`src/rtl/slink_pkg.sv`:
```
package slink_pkg;
  localparam int unsigned REG_AW = 3;

  typedef enum logic [REG_AW-1:0] {
    RA_STATUS = 3'd0,
    RA_CTRL   = 3'd1,
    RA_INT    = 3'd2,
    RA_TXADDR = 3'd3,
    RA_TXDATA = 3'd4,
    RA_TXCMD  = 3'd5,
    RA_RXCS   = 3'd6,
    RA_RXDATA = 3'd7
  } reg_addr_e;

  // interrupt word bit positions
  localparam int unsigned IB_LINK_CHG = 7;
  localparam int unsigned IB_TX_ERR   = 9;
  localparam int unsigned IB_TX_FREE  = 10;
  localparam int unsigned IB_TX_DONE  = 11;
  localparam int unsigned IB_RX_ERR   = 13;
  localparam int unsigned IB_RX_AVAIL = 14;
  localparam int unsigned IB_RX_PKT   = 15;

  // status and control bit positions
  localparam int unsigned SB_PRESENT = 15;
  localparam int unsigned SB_UP      = 14;
  localparam int unsigned CB_ENABLE  = 15;
  localparam int unsigned CB_START   = 0;

  localparam logic [15:0] EV_MASK = (16'h1 << IB_LINK_CHG) | (16'h1 << IB_TX_ERR)
                                  | (16'h1 << IB_TX_DONE)  | (16'h1 << IB_RX_ERR)
                                  | (16'h1 << IB_RX_PKT);

  localparam int unsigned CODE_W  = 2;
  localparam int unsigned CODE_RD = 1;
endpackage

```
`src/rtl/slink_link_mon.sv`:
```
module slink_link_mon (
  input  logic clk,
  input  logic rst_n,
  input  logic link_en,
  input  logic link_ack,
  output logic link_up,
  output logic link_fell
);
  logic up_d;
  logic up_q;

  always_comb begin
    up_d = link_en & link_ack;
  end

  always_ff @(posedge clk or negedge rst_n) begin
    if (!rst_n) up_q <= 1'b0;
    else        up_q <= up_d;
  end

  assign link_up   = up_q;
  assign link_fell = up_q & ~up_d;
endmodule

```
`src/rtl/slink_tx_seq.sv`:
```
module slink_tx_seq #(
  parameter int unsigned SLV_W = 2
) (
  input  logic             clk,
  input  logic             rst_n,
  input  logic             start_wr,
  input  logic             stop_wr,
  input  logic             link_up,
  input  logic             link_fell,
  input  logic             req_ready,
  input  logic             rsp_done,
  input  logic [SLV_W-1:0] tx_slave,
  output logic             req_valid,
  output logic             awaiting,
  output logic             start_acc,
  output logic             start_rej,
  output logic             sent,
  output logic [SLV_W-1:0] exp_slave
);
  logic             pend_q, pend_d;
  logic             wait_q, wait_d;
  logic [SLV_W-1:0] slv_q;
  logic             busy;
  logic             abort;

  always_comb begin
    busy      = pend_q | wait_q;
    abort     = stop_wr | link_fell;
    start_acc = start_wr & link_up & ~link_fell & ~busy;
    start_rej = start_wr & (~link_up | link_fell);
    sent      = pend_q & req_ready;

    pend_d = pend_q;
    wait_d = wait_q;
    if (sent) begin
      pend_d = 1'b0;
      wait_d = 1'b1;
    end
    if (rsp_done)  wait_d = 1'b0;
    if (start_acc) pend_d = 1'b1;
    if (abort) begin
      pend_d = 1'b0;
      wait_d = 1'b0;
    end
  end

  always_ff @(posedge clk or negedge rst_n) begin
    if (!rst_n) begin
      pend_q <= 1'b0;
      wait_q <= 1'b0;
    end else begin
      pend_q <= pend_d;
      wait_q <= wait_d;
    end
  end

  always_ff @(posedge clk or negedge rst_n) begin
    if (!rst_n)         slv_q <= '0;
    else if (start_acc) slv_q <= tx_slave;
  end

  assign req_valid = pend_q;
  assign awaiting  = wait_q;
  assign exp_slave = slv_q;
endmodule

```
`src/rtl/slink_rx_chk.sv`:
```
module slink_rx_chk
  import slink_pkg::*;
#(
  parameter int unsigned DATA_W = 16,
  parameter int unsigned SLV_W  = 2
) (
  input  logic              clk,
  input  logic              rst_n,
  input  logic              rsp_valid,
  input  logic [DATA_W-1:0] rsp_cmd,
  input  logic [DATA_W-1:0] rsp_data,
  input  logic              awaiting,
  input  logic [SLV_W-1:0]  exp_slave,
  input  logic              new_xfer,
  output logic [DATA_W-1:0] rx_cs,
  output logic [DATA_W-1:0] rx_data,
  output logic              rx_avail,
  output logic              rsp_done,
  output logic              rx_bad
);
  localparam int unsigned SLV_HI  = DATA_W - 1;
  localparam int unsigned CODE_HI = DATA_W - 1 - SLV_W;

  logic [SLV_W-1:0]  rsp_slv;
  logic [CODE_W-1:0] rsp_code;
  logic              hit;
  logic              cs_en;
  logic              data_en;
  logic              avail_d, avail_q;
  logic [DATA_W-1:0] cs_q, data_q;

  always_comb begin
    rsp_slv  = rsp_cmd[SLV_HI -: SLV_W];
    rsp_code = rsp_cmd[CODE_HI -: CODE_W];
    hit      = rsp_valid & awaiting & (rsp_slv == exp_slave);
    rx_bad   = rsp_valid & ~hit;
    cs_en    = hit;
    data_en  = hit & (rsp_code == CODE_W'(CODE_RD));
    avail_d  = avail_q;
    if (data_en)  avail_d = 1'b1;
    if (new_xfer) avail_d = 1'b0;
  end

  always_ff @(posedge clk or negedge rst_n) begin
    if (!rst_n) avail_q <= 1'b0;
    else        avail_q <= avail_d;
  end

  always_ff @(posedge clk or negedge rst_n) begin
    if (!rst_n)     cs_q <= '0;
    else if (cs_en) cs_q <= rsp_cmd;
  end

  always_ff @(posedge clk or negedge rst_n) begin
    if (!rst_n)       data_q <= '0;
    else if (data_en) data_q <= rsp_data;
  end

  assign rx_cs    = cs_q;
  assign rx_data  = data_q;
  assign rx_avail = avail_q;
  assign rsp_done = hit;
endmodule

```
`src/rtl/slink_irq.sv`:
```
module slink_irq
  import slink_pkg::*;
#(
  parameter int unsigned DATA_W = 16
) (
  input  logic              clk,
  input  logic              rst_n,
  input  logic [DATA_W-1:0] set_vec,
  input  logic              clr_wr,
  input  logic [DATA_W-1:0] clr_data,
  input  logic [DATA_W-1:0] lvl_vec,
  output logic [DATA_W-1:0] ev_q,
  output logic [DATA_W-1:0] int_word
);
  localparam logic [DATA_W-1:0] MASK = DATA_W'(EV_MASK);

  logic [DATA_W-1:0] clr_vec;
  logic [DATA_W-1:0] ev_d;

  always_comb begin
    clr_vec  = clr_wr ? (clr_data & MASK) : '0;
    ev_d     = (ev_q & ~clr_vec) | (set_vec & MASK);
    int_word = ev_q | (lvl_vec & ~MASK);
  end

  always_ff @(posedge clk or negedge rst_n) begin
    if (!rst_n) ev_q <= '0;
    else        ev_q <= ev_d;
  end
endmodule

```
`src/rtl/slink_ctrl.sv`:
```
module slink_ctrl
  import slink_pkg::*;
#(
  parameter int unsigned DATA_W    = 16,
  parameter int unsigned SLAVE_CNT = 4
) (
  input  logic                     clk,
  input  logic                     rst_n,
  input  logic                     bus_wr,
  input  logic [REG_AW-1:0]        bus_addr,
  input  logic [DATA_W-1:0]        bus_wdata,
  output logic [DATA_W-1:0]        bus_rdata,
  input  logic                     link_present,
  input  logic                     link_ack,
  output logic                     link_en,
  output logic                     req_valid,
  input  logic                     req_ready,
  output logic [DATA_W-1:0]        req_cmd,
  output logic [DATA_W-1:0]        req_addr,
  output logic [DATA_W-1:0]        req_data,
  input  logic                     rsp_valid,
  input  logic [DATA_W-1:0]        rsp_cmd,
  input  logic [DATA_W-1:0]        rsp_data
);
  localparam int unsigned SLV_W = (SLAVE_CNT > 1) ? $clog2(SLAVE_CNT) : 1;

  // reset: asserted asynchronously, released on a clock edge
  logic [1:0] rst_sync_q;
  logic       rst_s_n;

  always_ff @(posedge clk or negedge rst_n) begin
    if (!rst_n) rst_sync_q <= 2'b00;
    else        rst_sync_q <= {rst_sync_q[0], 1'b1};
  end
  assign rst_s_n = rst_sync_q[1];

  // register write decode
  logic wr_ctrl, wr_int, wr_txaddr, wr_txdata, wr_txcmd;
  logic start_wr, stop_wr;

  always_comb begin
    wr_ctrl   = bus_wr & (bus_addr == RA_CTRL);
    wr_int    = bus_wr & (bus_addr == RA_INT);
    wr_txaddr = bus_wr & (bus_addr == RA_TXADDR);
    wr_txdata = bus_wr & (bus_addr == RA_TXDATA);
    wr_txcmd  = bus_wr & (bus_addr == RA_TXCMD);
    start_wr  = wr_ctrl & bus_wdata[CB_ENABLE] & bus_wdata[CB_START];
    stop_wr   = wr_ctrl & ~bus_wdata[CB_ENABLE];
  end

  // host-written registers
  logic              en_q;
  logic [DATA_W-1:0] txaddr_q, txdata_q, txcmd_q;

  always_ff @(posedge clk or negedge rst_s_n) begin
    if (!rst_s_n)     en_q <= 1'b0;
    else if (wr_ctrl) en_q <= bus_wdata[CB_ENABLE];
  end

  always_ff @(posedge clk or negedge rst_s_n) begin
    if (!rst_s_n)       txaddr_q <= '0;
    else if (wr_txaddr) txaddr_q <= bus_wdata;
  end

  always_ff @(posedge clk or negedge rst_s_n) begin
    if (!rst_s_n)       txdata_q <= '0;
    else if (wr_txdata) txdata_q <= bus_wdata;
  end

  always_ff @(posedge clk or negedge rst_s_n) begin
    if (!rst_s_n)      txcmd_q <= '0;
    else if (wr_txcmd) txcmd_q <= bus_wdata;
  end

  // link state
  logic link_up, link_fell;

  slink_link_mon u_mon (
    .clk       (clk),
    .rst_n     (rst_s_n),
    .link_en   (en_q),
    .link_ack  (link_ack),
    .link_up   (link_up),
    .link_fell (link_fell)
  );

  // transfer sequencing
  logic             awaiting, start_acc, start_rej, sent, rsp_done;
  logic [SLV_W-1:0] exp_slave;

  slink_tx_seq #(.SLV_W(SLV_W)) u_tx (
    .clk       (clk),
    .rst_n     (rst_s_n),
    .start_wr  (start_wr),
    .stop_wr   (stop_wr),
    .link_up   (link_up),
    .link_fell (link_fell),
    .req_ready (req_ready),
    .rsp_done  (rsp_done),
    .tx_slave  (txcmd_q[DATA_W-1 -: SLV_W]),
    .req_valid (req_valid),
    .awaiting  (awaiting),
    .start_acc (start_acc),
    .start_rej (start_rej),
    .sent      (sent),
    .exp_slave (exp_slave)
  );

  // reply checking
  logic [DATA_W-1:0] rx_cs, rx_data;
  logic              rx_avail, rx_bad;

  slink_rx_chk #(.DATA_W(DATA_W), .SLV_W(SLV_W)) u_rx (
    .clk       (clk),
    .rst_n     (rst_s_n),
    .rsp_valid (rsp_valid),
    .rsp_cmd   (rsp_cmd),
    .rsp_data  (rsp_data),
    .awaiting  (awaiting),
    .exp_slave (exp_slave),
    .new_xfer  (start_acc),
    .rx_cs     (rx_cs),
    .rx_data   (rx_data),
    .rx_avail  (rx_avail),
    .rsp_done  (rsp_done),
    .rx_bad    (rx_bad)
  );

  // interrupt register
  logic [DATA_W-1:0] set_vec, lvl_vec, int_ev, int_word;

  always_comb begin
    set_vec              = '0;
    set_vec[IB_LINK_CHG] = link_fell;
    set_vec[IB_TX_ERR]   = start_rej;
    set_vec[IB_TX_DONE]  = sent;
    set_vec[IB_RX_ERR]   = rx_bad;
    set_vec[IB_RX_PKT]   = rsp_done;
    lvl_vec              = '0;
    lvl_vec[IB_TX_FREE]  = ~req_valid;
    lvl_vec[IB_RX_AVAIL] = rx_avail;
  end

  slink_irq #(.DATA_W(DATA_W)) u_irq (
    .clk      (clk),
    .rst_n    (rst_s_n),
    .set_vec  (set_vec),
    .clr_wr   (wr_int),
    .clr_data (bus_wdata),
    .lvl_vec  (lvl_vec),
    .ev_q     (int_ev),
    .int_word (int_word)
  );

  // read mux
  logic [DATA_W-1:0] status_word, ctrl_word;

  always_comb begin
    status_word             = '0;
    status_word[SB_PRESENT] = link_present;
    status_word[SB_UP]      = link_up;
    ctrl_word               = '0;
    ctrl_word[CB_ENABLE]    = en_q;
    ctrl_word[CB_START]     = req_valid;
    case (bus_addr)
      RA_STATUS: bus_rdata = status_word;
      RA_CTRL:   bus_rdata = ctrl_word;
      RA_INT:    bus_rdata = int_word;
      RA_TXADDR: bus_rdata = txaddr_q;
      RA_TXDATA: bus_rdata = txdata_q;
      RA_TXCMD:  bus_rdata = txcmd_q;
      RA_RXCS:   bus_rdata = rx_cs;
      default:   bus_rdata = rx_data;
    endcase
  end

  assign link_en  = en_q;
  assign req_cmd  = txcmd_q;
  assign req_addr = txaddr_q;
  assign req_data = txdata_q;
endmodule

```
`config.mk`:
```
export PLATFORM = sky130hd
export DESIGN_NAME = slink_ctrl
export DESIGN_NICKNAME = d
export VERILOG_FILES = /design/src/rtl/slink_pkg.sv /design/src/rtl/slink_link_mon.sv /design/src/rtl/slink_tx_seq.sv /design/src/rtl/slink_rx_chk.sv /design/src/rtl/slink_irq.sv /design/src/rtl/slink_ctrl.sv
export SDC_FILE = /design/constraint.sdc
export NUM_CORES = 1
export LEC_CHECK = 0
export BUFFER_PORTS_ARGS = -buffer_cell sky130_fd_sc_hd__buf_2
export CAP_MARGIN = 20
export CORE_MARGIN = 4
export CORE_UTILIZATION = 56
export CTS_CLUSTER_SIZE = 40
export DETAILED_ROUTE_END_ITERATION = 12
export PLACE_DENSITY = 0.95
export SLEW_MARGIN = 20
export SYNTH_ARGS = -nofsm -noshare
export SYNTH_HDL_FRONTEND = slang
export SYNTH_SLANG_ARGS = --single-unit
```
`constraint.sdc`:
```
create_clock -name clk -period 7.3 [get_ports clk]
set_input_delay 0.365 -clock clk [delete_from_list [all_inputs] [get_ports clk]]
set_output_delay 0.365 -clock clk [all_outputs]
set_load 0.03 [all_outputs]
```
Word-level counts from Yosys, hierarchy flattened
Index checks and enable logic that the tools add are counted.
Word-level totals
  logic and storage cells: 68
  register bits: 105
  output and inout port bits: 66
  input port bits: 58
Cells by class
  mux-type cells: 10
  bitwise gates (word level): 33
  eq/ne operators: 8
  reduce and logical (&&, ||, !) cells: 4
Operator list (number)
  $pmux 16 s7: 1
  $and 1x1->1: 19
  $and 16x16->16: 1
  $mux 16: 1
  $not 16->16: 1
  $or 16x15->16: 1
  $or 16x16->16: 1
  $eq 3x3->1 const B: 3
  $mux 1: 8
  $not 1->1: 7
  $eq 3x2->1 const B: 2
  $reduce_bool 3->1: 2
  $eq 3x1->1 const B: 1
  $logic_not 3->1: 1
  $or 1x1->1: 3
  $eq 2x1->1 const B: 1
  $eq 2x2->1: 1
  $reduce_bool 2->1: 1

Logic depth before layout (Yosys ltp)
  depth in word-level cells: 9
  depth in mapped cells: 6
  depth with buffers taken out: 3

By module
From an unflattened synthesis, not the netlist that was laid out.
Second synthesis, totals
  cell total of the unflattened synthesis: 371
  area total of the unflattened synthesis: 4832.1 µm²
Modules (own cells, without submodules)
  slink_ctrl: times used 1, area each 2916.5 µm², cells an instance 234, sequential area each 1276.2 µm²
  slink_rx_chk: times used 1, area each 1286.2 µm², cells an instance 75, sequential area each 825.8 µm²
  slink_irq: times used 1, area each 387.9 µm², cells an instance 43, sequential area each 125.1 µm²
  slink_tx_seq: times used 1, area each 202.7 µm², cells an instance 16, sequential area each 100.1 µm²
  slink_link_mon: times used 1, area each 38.8 µm², cells an instance 3, sequential area each 25.0 µm²

Worst setup path before layout
Ideal clock, no wire load.
  path kind: input to output
  start: input port bus_addr[1]
  end: output port bus_rdata[13]
  data arrival time: 1.742 ns
  stages: 5
  path slack: 5.193 ns
  data required time: 6.935 ns
  buffers on the path: 3
  path through: buf_2 > buf_2 > buf_1 > o211ai_1 > a41oi_1
Between the ends
  word-level cells in the longest chain between the ends: 2
  elaborated cells between the ends (all ways): 8
  those cells by class: eq/ne: 6; mux: 1; reduce/logical: 1
Ends and longest elaborated chain
  start: declaration: line slink_ctrl.sv:10  | input logic [REG_AW-1:0] bus_addr,
  $eq 3x3->1 (tied with other cells): line slink_ctrl.sv:165  | case (bus_addr)
  $pmux 16 s7 *: line slink_ctrl.sv:165
  end: declaration: line slink_ctrl.sv:12  | output logic [DATA_W-1:0] bus_rdata,
Every way passes the cells marked *; elsewhere a longest branch is shown, timed or not.

Worst setup path after layout
  start: input port bus_addr[2]
  end: output port bus_rdata[14]
The elaborated chain is that of the path after synthesis.

==> out/metrics.cfg <==
[timing]
setup_viol = 0
finalHoldViolations = 0
final-max-slew-violation-count = 0
max_freq_mhz = 339
fin_crit_sh_pct = 40.4
slew_headroom_pct = 30.7
tightest_slew_ns = 1.04
rsz0062_at_grt = no
period_needed_ns = 2.95
tns_ns = 0
skew_ns = 0.00945

[worst_setup_path]
rr_worst_depth = 3
r2r_slack_ns = 5.26
path_class = input port to output port
worst_r2r_startpoint = u_tx.exp_slave[1]$_DFFE_PN0P_
timing.critical_path.fanout_max = 51
rr_endpoint = u_rx.rx_cs[8]$_DFFE_PN0P_
crit_path_start_kind = input port
critPathCaptureType = output port
worstPathArrival_ns = 2.58
required_ns = 6.93

[grt]
grt_pass1_wl_mm = 18.4
grt_pass1_vias = 3519
grt_usage_pct = 24.4
antenna_found_initial = 0
grt_max_degree = 93
gr-total-overflow = 0

[synth]
synth_edf_count = 0
avgSynthCellArea_um2 = 13.0
async_reset_ff_share_pct = 100
yosys_warnings = 0
syn_nets = 400
synthFlopType = dfrtp_1
synthCells = 342
syn-cell-area_um2 = 4440
ys_seq_elements = 94
yosysUniqueCellTypes = 45
yosysSeqAreaShare_pct = 53.0

[clocking]
postCtsSetupRepairBufs = 0
cts_tree = yes
clkLatencyLatePin_ns = 0.36
htree_levels = 3
clk_pin_slew_ns = 0.10
cts_buffer_depth = 2
postCtsHoldBufs = 1
cts_made_buffers = 9
root_buffer = clkbuf_8
clock_sinks = 94
ctsResizeCount = 0

[outcome]
status = finished clean

[cells_and_area]
final_common_cell = buf_2
fin_util_pct = 69.2
syn_to_final_growth_pct = 20.4
layout_common_cells = buf_2 (123), mux2_2 (97), dfrtp_1 (93)
fill_cells = 552
diodes = 0
final_nets = 516
final_layout_size_suffix_gt1_share_pct = 53.6

[floorplan]
dieWidth_um = 97.1
ios = 124
core-area_um2 = 7730
num_rows = 32
die_area_um2 = 9420
die_y_um = 97.1
start_util_pct = 57.5

[hold_path]
min-delay-start = rsp_cmd[4]
hold_path_end = u_rx.rx_cs[4]$_DFFE_PN0P_
hold_depth = 2
hold_class = input port to register

[route]
drc = 0
drtAntennaViolNets = 0
wire_per_inst_um = 20.4
via_per_inst = 5.88
drt_iter0_markers = 238
finalWirelength_mm = 11.5
vias = 3323
firstDrtPassIters = 4

[placed_design]
port_buffers = 123
hpwl_mm = 7.75
gp_congestion = 0.805

[power]
power_leakage_nw = 2.66
vdd_drop_max_mv = 0.189
power.density_nw_per_um2 = 264

[job]
max_cap_viol_count = 0

-- per-layer routing --
| layer | track usage (%) | vias up | part of all wire, % |
|---|---|---|---|
| met2 | 40.7 | 119 | 50 |
| met5 | 0 | - | 0 |
| met1 | 31.6 | 1691 | 43 |
| met4 | 9.61 | 0 | 2.2 |
| met3 | 4.67 | 23 | 5.1 |
| li1 | - | 1490 | - |
-- layout make-up --
class | instances | area (um^2) | area share, %
clock buffer | 10 | 138 | 2.57
sequential | 94 | 2360 | 44.0
clock inverter | 6 | 85.1 | 1.59
multi-input combinational | 222 | 1960 | 36.7
timing repair buffer | 126 | 661 | 12.4
tap | 102 | 128 | 2.39
inverter | 5 | 18.8 | 0.351
-- worst max-delay path by stage --
| stage | from | to | slack [ns] | cells after the start |
|---|---|---|---|---|
| after global routing | bus_addr[2] | bus_rdata[14] | 4.28 | 5 |
| after CTS | bus_addr[2] | bus_rdata[14] | 4.43 | 5 |
| after global placement | bus_addr[2] | bus_rdata[11] | 4.60 | 5 |
| final | bus_addr[2] | bus_rdata[14] | 4.35 | 5 |
| after floorplan | rst_sync_q[1]$_DFF_PN0_ | link_en$_DFFE_PN0N_ | 4.49 | 0 |
| after detailed placement | bus_addr[2] | bus_rdata[11] | 4.54 | 5 |
-- state kept, by name, indices dropped and copies added, names as in the netlist --
register / cells
u_mon.link_up: 1
link_en: 1
u_tx.awaiting: 1
u_tx.exp_slave: 2
req_addr: 16
req_cmd: 16
req_data: 16
rst_sync_q: 2
u_tx.req_valid: 1
u_irq.ev_q: 5
u_rx.rx_data: 16
u_rx.rx_cs: 16
u_rx.rx_avail: 1
-- through the flow --
step	cell area, um^2	hold slack [ns]	worst slack (ns)	std cells	total power [mW]
2_1_floorplan	4440	0.0694	4.49	342	0.906
3_3_place_gp	5090	0.150	4.60	547	1.02
3_5_place_dp	5090	0.155	4.54	547	1.04
4_1_cts	5320	0.219	4.43	564	1.41
5_1_grt	5350	0.222	4.28	565	1.46
6_report	5350	0.220	4.35	565	1.41
-- critical path, cell delays in order --
cell and delay, ns:
buf_2 0.73, nor2b_1 0.76, a22oi_1 0.23, a21oi_1 0.24, buf_2 0.23
-- report_power, final --
| group | switching [mW] | internal (mW) | total [mW] |
|---|---|---|---|
| Clock | 0.182 | 0.201 | 0.383 |
| Combinational | 0.247 | 0.139 | 0.386 |
| Sequential | 0.0573 | 0.587 | 0.645 |
| Total | 0.486 | 0.927 | 1.41 |
-- cell families after synthesis --
family	after synthesis	synth area share (%)
compound gates	56	9.04
xor+xnor	2	0.394
buf+inv	26	2.85
flops	94	53.0
mux	100	25.5
other cells	1	0.0844
simple gates	63	9.13
-- synth_stat cells (3+ instances only) --
master    instances  area, um^2
dfrtp_1          94        2350
inv_1             5        18.8
nand2b_1          4        25.0
nor2_1           10        37.5
nand2_1          11        41.3
and2_1            3        18.8
and3b_1           8        70.1
a21oi_1          10        50.1
clkbuf_1          5        18.8
nor2b_1           4        25.0
mux2_2           97        1090
a32oi_1           4        35.0
o211ai_1          6        45.0
a31oi_1           7        43.8
a221oi_1          3        26.3
buf_2            11        55.1
o21ai_0           6        30.0
nand3_1           9        45.0
a22oi_1           3        22.5
a22o_1            9        78.8
(Power assumes the default switching activity.)
